<file path="config.mk">
export PLATFORM = sky130hd
export DESIGN_NAME = shrot_unit
export DESIGN_NICKNAME = d
export VERILOG_FILES = /design/src/rtl/shrot_pkg.sv /design/src/rtl/shrot_lane.sv /design/src/rtl/shrot_merge.sv /design/src/rtl/shrot_unit.sv
export SDC_FILE = /design/constraint.sdc
export NUM_CORES = 2
export LEC_CHECK = 0
export BUFFER_PORTS_ARGS = -buffer_cell sky130_fd_sc_hd__buf_2
export CAP_MARGIN = 25
export CORE_MARGIN = 2
export CORE_UTILIZATION = 42
export CTS_BUF_LIST = sky130_fd_sc_hd__clkbuf_4
export DETAILED_ROUTE_END_ITERATION = 10
export GPL_ROUTABILITY_DRIVEN = 0
export MAX_ROUTING_LAYER = met4
export PLACE_DENSITY = 0.58
export SETUP_SLACK_MARGIN = 0.05
export SLEW_MARGIN = 20
export SYNTH_ARGS = -nofsm -noshare
export SYNTH_HDL_FRONTEND = slang
export SYNTH_HIERARCHICAL = 1
export SYNTH_SLANG_ARGS = --single-unit
</file>
<file path="constraint.sdc">
create_clock -name clk -period 1.15 [get_ports clk]
set_clock_uncertainty 0.15 [all_clocks]
set_input_delay 0.0575 -clock clk [delete_from_list [all_inputs] [get_ports clk]]
set_output_delay 0.0575 -clock clk [all_outputs]
set_load 0.01 [all_outputs]
</file>
<file path="src/rtl/shrot_pkg.sv">
package shrot_pkg;

    typedef enum logic [2:0] {
        OP_LSL = 3'd0,
        OP_LSR = 3'd1,
        OP_ASL = 3'd2,
        OP_ASR = 3'd3,
        OP_ROL = 3'd4,
        OP_ROR = 3'd5,
        OP_RXL = 3'd6,
        OP_RXR = 3'd7
    } shr_op_e;

    typedef enum logic [1:0] {
        SZ_BYTE = 2'd0,
        SZ_WORD = 2'd1,
        SZ_LONG = 2'd2,
        SZ_ALT  = 2'd3
    } shr_size_e;

    typedef enum logic {
        ST_IDLE   = 1'b0,
        ST_LOADED = 1'b1
    } shr_state_e;

    typedef struct packed {
        logic n;
        logic z;
        logic v;
        logic c;
        logic x;
    } shr_flags_t;

    localparam int NUM_LANES = 3;

endpackage

</file>
<file path="src/rtl/shrot_lane.sv">
module shrot_lane
    import shrot_pkg::*;
#(
    parameter int W     = 8,
    parameter int CNT_W = 6
) (
    input  logic [W-1:0]     opnd,
    input  logic [CNT_W-1:0] count,
    input  logic [2:0]       op,
    input  logic             xin,
    output logic [W-1:0]     res,
    output logic             c_out,
    output logic             x_out,
    output logic             v_out
);
    localparam int RW = W + 1;

    shr_op_e op_e;
    assign op_e = shr_op_e'(op);

    logic             nz;
    logic [CNT_W-1:0] cm1;
    logic [CNT_W-1:0] krot;
    logic [CNT_W-1:0] kext;
    assign nz   = |count;
    assign cm1  = count - 1'b1;
    assign krot = CNT_W'(int'(count) % W);
    assign kext = CNT_W'(int'(count) % RW);

    logic signed [W-1:0] sv;
    assign sv = opnd;

    // shift results and the operand moved one step less (its edge bit is the last out)
    logic [W-1:0] lsl_r, lsl_p, lsr_r, lsr_p, asr_r, asr_p;
    assign lsl_r = opnd << count;
    assign lsl_p = opnd << cm1;
    assign lsr_r = opnd >> count;
    assign lsr_p = opnd >> cm1;
    assign asr_r = sv >>> count;
    assign asr_p = sv >>> cm1;

    logic [W-1:0] rol_r, ror_r;
    assign rol_r = (opnd << krot) | (opnd >> (W - int'(krot)));
    assign ror_r = (opnd >> krot) | (opnd << (W - int'(krot)));

    logic [W:0] ring, rxl_r, rxr_r;
    assign ring  = {xin, opnd};
    assign rxl_r = (ring << kext) | (ring >> (RW - int'(kext)));
    assign rxr_r = (ring >> kext) | (ring << (RW - int'(kext)));

    // overflow of the left arithmetic shift: any bit in the swept window differs from the top
    logic [W-1:0] diff;
    logic         asl_v;
    assign diff = opnd ^ {W{opnd[W-1]}};
    always_comb begin
        asl_v = 1'b0;
        if (nz) begin
            for (int i = 0; i < W; i++) begin
                if ((int'(count) >= (W - 1 - i)) && diff[i]) asl_v = 1'b1;
            end
            if ((int'(count) >= W) && opnd[W-1]) asl_v = 1'b1;
        end
    end

    always_comb begin
        res   = opnd;
        c_out = 1'b0;
        x_out = xin;
        v_out = 1'b0;
        unique case (op_e)
            OP_LSL, OP_ASL: begin
                res   = lsl_r;
                c_out = nz & lsl_p[W-1];
                x_out = nz ? lsl_p[W-1] : xin;
                v_out = (op_e == OP_ASL) ? asl_v : 1'b0;
            end
            OP_LSR: begin
                res   = lsr_r;
                c_out = nz & lsr_p[0];
                x_out = nz ? lsr_p[0] : xin;
            end
            OP_ASR: begin
                res   = asr_r;
                c_out = nz & asr_p[0];
                x_out = nz ? asr_p[0] : xin;
            end
            OP_ROL: begin
                res   = rol_r;
                c_out = nz & rol_r[0];
            end
            OP_ROR: begin
                res   = ror_r;
                c_out = nz & ror_r[W-1];
            end
            OP_RXL: begin
                res   = rxl_r[W-1:0];
                c_out = rxl_r[W];
                x_out = rxl_r[W];
            end
            OP_RXR: begin
                res   = rxr_r[W-1:0];
                c_out = rxr_r[W];
                x_out = rxr_r[W];
            end
        endcase
    end

endmodule

</file>
<file path="src/rtl/shrot_merge.sv">
module shrot_merge
    import shrot_pkg::*;
#(
    parameter int DATA_W = 32
) (
    input  logic [1:0]                       size,
    input  logic [DATA_W-1:0]                opnd,
    input  logic [NUM_LANES-1:0][DATA_W-1:0] lane_res,
    input  logic [NUM_LANES-1:0]             lane_c,
    input  logic [NUM_LANES-1:0]             lane_x,
    input  logic [NUM_LANES-1:0]             lane_v,
    output logic [DATA_W-1:0]                result,
    output shr_flags_t                       flags
);
    localparam int BYTE_W = DATA_W / 4;
    localparam int WORD_W = DATA_W / 2;

    shr_size_e size_e;
    assign size_e = shr_size_e'(size);

    logic [1:0]        sel;
    logic [DATA_W-1:0] mask;
    logic              top;

    always_comb begin
        unique case (size_e)
            SZ_BYTE: begin
                sel  = 2'd0;
                mask = DATA_W'({BYTE_W{1'b1}});
            end
            SZ_WORD: begin
                sel  = 2'd1;
                mask = DATA_W'({WORD_W{1'b1}});
            end
            SZ_LONG, SZ_ALT: begin
                sel  = 2'd2;
                mask = {DATA_W{1'b1}};
            end
        endcase
    end

    assign result = (opnd & ~mask) | (lane_res[sel] & mask);

    always_comb begin
        unique case (sel)
            2'd0:    top = result[BYTE_W-1];
            2'd1:    top = result[WORD_W-1];
            default: top = result[DATA_W-1];
        endcase
    end

    assign flags.n = top;
    assign flags.z = ((result & mask) == '0);
    assign flags.v = lane_v[sel];
    assign flags.c = lane_c[sel];
    assign flags.x = lane_x[sel];

endmodule

</file>
<file path="src/rtl/shrot_unit.sv">
module shrot_unit
    import shrot_pkg::*;
#(
    parameter int DATA_W = 32,
    parameter int CNT_W  = 6
) (
    input  logic              clk,
    input  logic              rst_n,
    input  logic              req_valid,
    input  logic [DATA_W-1:0] req_opnd,
    input  logic [1:0]        req_size,
    input  logic [CNT_W-1:0]  req_count,
    input  logic [2:0]        req_op,
    input  logic              req_xflag,
    output logic              rsp_valid,
    output logic [DATA_W-1:0] rsp_result,
    output logic              rsp_n,
    output logic              rsp_z,
    output logic              rsp_v,
    output logic              rsp_c,
    output logic              rsp_x
);
    logic [NUM_LANES-1:0][DATA_W-1:0] lane_res;
    logic [NUM_LANES-1:0]             lane_c;
    logic [NUM_LANES-1:0]             lane_x;
    logic [NUM_LANES-1:0]             lane_v;

    for (genvar g = 0; g < NUM_LANES; g++) begin : g_lane
        localparam int LW = DATA_W >> (NUM_LANES - 1 - g);
        logic [LW-1:0] res_g;
        shrot_lane #(.W(LW), .CNT_W(CNT_W)) i_lane (
            .opnd  (req_opnd[LW-1:0]),
            .count (req_count),
            .op    (req_op),
            .xin   (req_xflag),
            .res   (res_g),
            .c_out (lane_c[g]),
            .x_out (lane_x[g]),
            .v_out (lane_v[g])
        );
        assign lane_res[g] = DATA_W'(res_g);
    end

    logic [DATA_W-1:0] nxt_result;
    shr_flags_t        nxt_flags;

    shrot_merge #(.DATA_W(DATA_W)) i_merge (
        .size     (req_size),
        .opnd     (req_opnd),
        .lane_res (lane_res),
        .lane_c   (lane_c),
        .lane_x   (lane_x),
        .lane_v   (lane_v),
        .result   (nxt_result),
        .flags    (nxt_flags)
    );

    shr_state_e state_q, state_d;

    always_comb begin
        state_d = state_q;
        unique case (state_q)
            ST_IDLE:   if (req_valid)  state_d = ST_LOADED;
            ST_LOADED: if (!req_valid) state_d = ST_IDLE;
        endcase
    end

    always_ff @(posedge clk or negedge rst_n) begin
        if (!rst_n) state_q <= ST_IDLE;
        else        state_q <= state_d;
    end

    shr_flags_t flags_q;

    always_ff @(posedge clk or negedge rst_n) begin
        if (!rst_n) begin
            rsp_result <= '0;
            flags_q    <= '0;
        end else if (req_valid) begin
            rsp_result <= nxt_result;
            flags_q    <= nxt_flags;
        end
    end

    assign rsp_valid = (state_q == ST_LOADED);
    assign rsp_n     = flags_q.n;
    assign rsp_z     = flags_q.z;
    assign rsp_v     = flags_q.v;
    assign rsp_c     = flags_q.c;
    assign rsp_x     = flags_q.x;

endmodule

</file>
==> results of run 1 <==
what timing repair did:
item / CTS
endpoints found under the setup margin: 75
cloned: 16
gates resized for setup: 403
pin swaps: 118
endpoints found under the hold margin: 39
hold buffers: 2
buffers inserted: 114
per-layer routing:
metal	GRT overflow	GRT usage, %
met4	2	47.0
met3	0	40.2
met1	0	61.9
met2	1	72.5
met5	-	-
logic make-up after synthesis:
logic type      Yosys count  share of synthesized area (%)
xor+xnor                 34                          0.964
mux                     612                           26.5
fa+ha+maj                36                           1.40
simple gates           1588                           23.3
flops                    38                           3.00
buf+inv                 584                           8.06
compound gates         1693                           36.8
other cells               1                         0.0118
per-stage QoR:
stage	setup TNS, ps	worst slack [ps]
after floorplan	-143000	-4950
after global placement	-143210	-4780
after detailed placement	-144970	-4820
after CTS	-118060	-4200
==> results.txt, run 1 <==
Ports = 85
largest net degree at the start of global routing = 75
dpl hpwl = 156000 µm
Post-Syn Area = 0.0317 mm²
Yosys top cell area share = 10.5%
#FFs+latches synth = 38
global route overflow = 3
synth warn = 6
Post-DP Area = 0.0448 mm²
Mean Syn Cell Area = 6.90 µm²
post-synthesis cell type count = 131
top post-synthesis cells by area = mux4_2 (11%), mux2i_1 (8.7%), nand2_1 (6.3%)
most instantiated cells after synthesis = nand2_1 (533), nor2_1 (466), o21ai_0 (347), a21oi_1 (327), clkbuf_1 (312)
Die Y = 279 µm
clock buffer depth = 2
initial core utilization = 42.4%
sequential share of the synthesized area = 3.00%
dominant cell type by area after synthesis = mux4_2
most common cell in the synthesized netlist = nand2_1
last step reached = global routing (5_1_grt)
CTS Buf Count = 5
post-synthesis async set-or-reset flop share = 100%
error msg = [ERROR GRT-0232] Routing congestion too high. Check the congestion heatmap in the GUI.
Die W = 279 µm
cells after synthesis = 4586
Port Buf Inserts = 84
Post-synth EDFFs = 0
Rows = 100
All-Layer GR Usage = 58.2%
clk sinks = 38
outcome = stopped before the end
root buf cell = clkbuf_4
Placed Instances = 6803
ys flop type = dfrtp_1
H-tree depth = 2
==> run 2: changes to the inputs <==
Settings changed: CORE_UTILIZATION 42 to 27, CTS_BUF_LIST sky130_fd_sc_hd__clkbuf_4 to unset, MAX_ROUTING_LAYER met4 to unset, PLACE_DENSITY 0.58 to unset, PLACE_DENSITY_LB_ADDON set to 0.15, SETUP_SLACK_MARGIN 0.05 to unset.
==> results.txt, run 2 <==
most frequent CP cell = ha_4
most instantiated cells after synthesis = nand2_1 (533), nor2_1 (466), o21ai_0 (347), a21oi_1 (327), clkbuf_1 (312)
post-route ant nets = 0
Via Count = 49478
area taken by multi-input logic gates = 0.0307 mm²
top post-synthesis cells by area = mux4_2 (11%), mux2i_1 (8.7%), nand2_1 (6.3%)
final hold violation count = 0
Setup Slack @ Placement = -4800 ps
Ports = 85
Fill cells = 11832
global route overflow = 0
Worst path max stage delay = 520 ps
Final Instance Area = 0.0516 mm²
Post-Syn Area = 0.0317 mm²
Slowest-stage cell, CP = or4b_4
#FFs+latches synth = 38
drt initial violations = 7329
layout cells sized above 1 = 45.9%
Worst Tran Pin Value = 1140 ps
final WL = 240000 µm
DR vias/cell = 6.40
power density cells = 866 mW/mm²
outcome = finished with violations
largest net degree at the start of global routing = 64
Reg power frac = 4.0%
critical path endpoint category = register
max reg flops = 32
die area = 0.120 mm²
RSZ-0062 raised after global routing = true
Max Freq = 183 MHz
Rel. slew slack = 23.8%
Die W = 346 µm
Worst EP required = 1200 ps
antenna violations before repair = 24
CP arrival = 5520 ps
Max VDD drop = 0.533 mV
Period Utilization, post-route = 476%
dpl hpwl = 182000 µm
register area = 952 µm²
All-Layer GR Usage = 37.5%
largest fanout on the critical path = 5
Post-DP Area = 0.0468 mm²
maximum capacitance violations = 0
hold crit path type = primary input to asynchronous set/reset pin
Skew-Pair Late Insertion Delay = 310 ps
Yosys top cell area share = 10.5%
H-tree depth = 2
final net count = 6267
violated checks = setup timing
initial core utilization = 27.2%
drt drc = 0
clock slew at reported path FFs = 70 ps
Leak = 22.3 nW
most frequent cells in the layout = buf_4 (1799), nand2_1 (521), nor2_1 (441), a21oi_1 (297), o21ai_0 (296)
Sw Ratio = 52.1%
core area = 0.116 mm²
cells after synthesis = 4586
Rows = 125
TritonCTS clock tree = built
final setup vio count = 38
CTS Buf Count = 5
root buf cell = clkbuf_16
post-synthesis async set-or-reset flop share = 100%
Post-synth EDFFs = 0
clock buffer depth = 2
number of global-route vias before repair = 46629
most common cell in the synthesized netlist = nand2_1
Port Buf Inserts = 84
Die Y = 346 µm
Mean Syn Cell Area = 6.90 µm²
first-pass GRT wire length = 335000 µm
clk sinks = 38
clock network fraction of total power = 4.4%
Tmin final = 5470 ps
DRT Pass-1 Iters = 7
critical path launch point type = primary input
Slew Viols, Final = 0
post-synthesis cell type count = 131
Psw = 0.0233 W
critical path type = primary input to register
internal power = 0.0214 W
Largest Register = rsp_result
sequential share of the synthesized area = 3.00%
most common cell after layout, fill and taps aside = buf_4
area delta synth->final = 62.9%
Comb power frac = 91.6%
synth warn = 6
setup ws final = -4320 ps
wire length per cell = 31.0 µm
dominant cell type by area after synthesis = mux4_2
ys flop type = dfrtp_1
run 2: logic make-up after synthesis:
group                    Yosys count  synth area share, %
AO/OA/AOI/OAI                   1693                 36.8
XOR/XNOR                          34                0.964
adder cells (fa/ha/maj)           36                 1.40
buffers and inverters            584                 8.06
flip-flops                        38                 3.00
multiplexers                     612                 26.5
other                              1               0.0118
AND/OR/NAND/NOR                 1588                 23.3
run 2: path summary, 6_finish.rpt:
kind,from,endpoint,slack [ps],cells after the start
max in group asynchronous,rst_n,rsp_result[17],340,3
setup reg to reg,rsp_z,rsp_z,150,1
hold reg to reg,rsp_result[12],rsp_result[12],360,1
min in group clk,req_valid,rsp_result[13],150,3
hold / removal,rst_n,rsp_result[21],30,2
setup / recovery,req_count[2],rsp_z,-4320,32
run 2: power by group through the flow:
stage / combinational [W] / sequential (W) / clock, W
6_report: 0.0409 / 0.00178 / 0.00195
5_1_grt: 0.0422 / 0.00181 / 0.00203
4_1_cts: 0.0377 / 0.00179 / 0.00198
3_5_place_dp: 0.0350 / 0.00180 / 0
3_3_place_gp: 0.0351 / 0.00181 / 0
2_1_floorplan: 0.0173 / 0.00188 / 0
run 2: per-layer routing:
metal | GRT usage, % | routed length [µm] | up-vias | part of all wire [%]
met5 | 0 | 174 | - | 0.073
met4 | 27.4 | 23200 | 18 | 9.7
met3 | 11.9 | 31500 | 1160 | 13
met2 | 54.8 | 96100 | 3745 | 40
met1 | 46.2 | 88600 | 23555 | 37
li1 | - | - | 21000 | -
run 2: cell type report:
type                            instances  area share [%]
Antenna cell                           16          0.0776
Clock buffer                            5           0.243
Clock inverter                          3           0.133
Inverter                               69           0.604
Multi-Input combinational cell       3988            59.5
Sequential cell                        38            1.85
Tap cell                             1524            3.70
Timing Repair Buffer                 2085            33.9
run 2: per-stage QoR:
stage / total power (W) / TNS [ps] / hold slack (ps) / utilization, % / std cells
finish: 0.0446 / -126560 / 25.9 / 44.4 / 7728
global route: 0.0460 / -130350 / 69.5 / 44.4 / 7716
CTS: 0.0415 / -124050 / 27.3 / 42.9 / 7639
detailed placement: 0.0368 / -147130 / -186 / 40.3 / 7527
global placement: 0.0369 / -146470 / -189 / 40.3 / 7526
floorplan: 0.0192 / -143000 / -388 / - / 4610
run 2: worst max-delay path, delay by kind of cell:
| kind | cells | cell delay [ps] |
|---|---|---|
| AOI/OAI and AO/OA | 9 | 1640 |
| xor gates and xnor gates | 1 | 150 |
| adders and majority gates | 4 | 640 |
| buffers and inverters | 8 | 820 |
| and+or+nand+nor | 8 | 1870 |
| muxes | 2 | 330 |
run 2: what timing repair did:
action	CTS	global route
endpoints found under the setup margin	39	38
hold endpoints to repair	39	0
hold buffers	2	0
gates resized for setup	374	219
buffers inserted	100	81
pin swaps	123	104
cloned	12	9
Note: power is estimated with default switching activity, not from simulation.
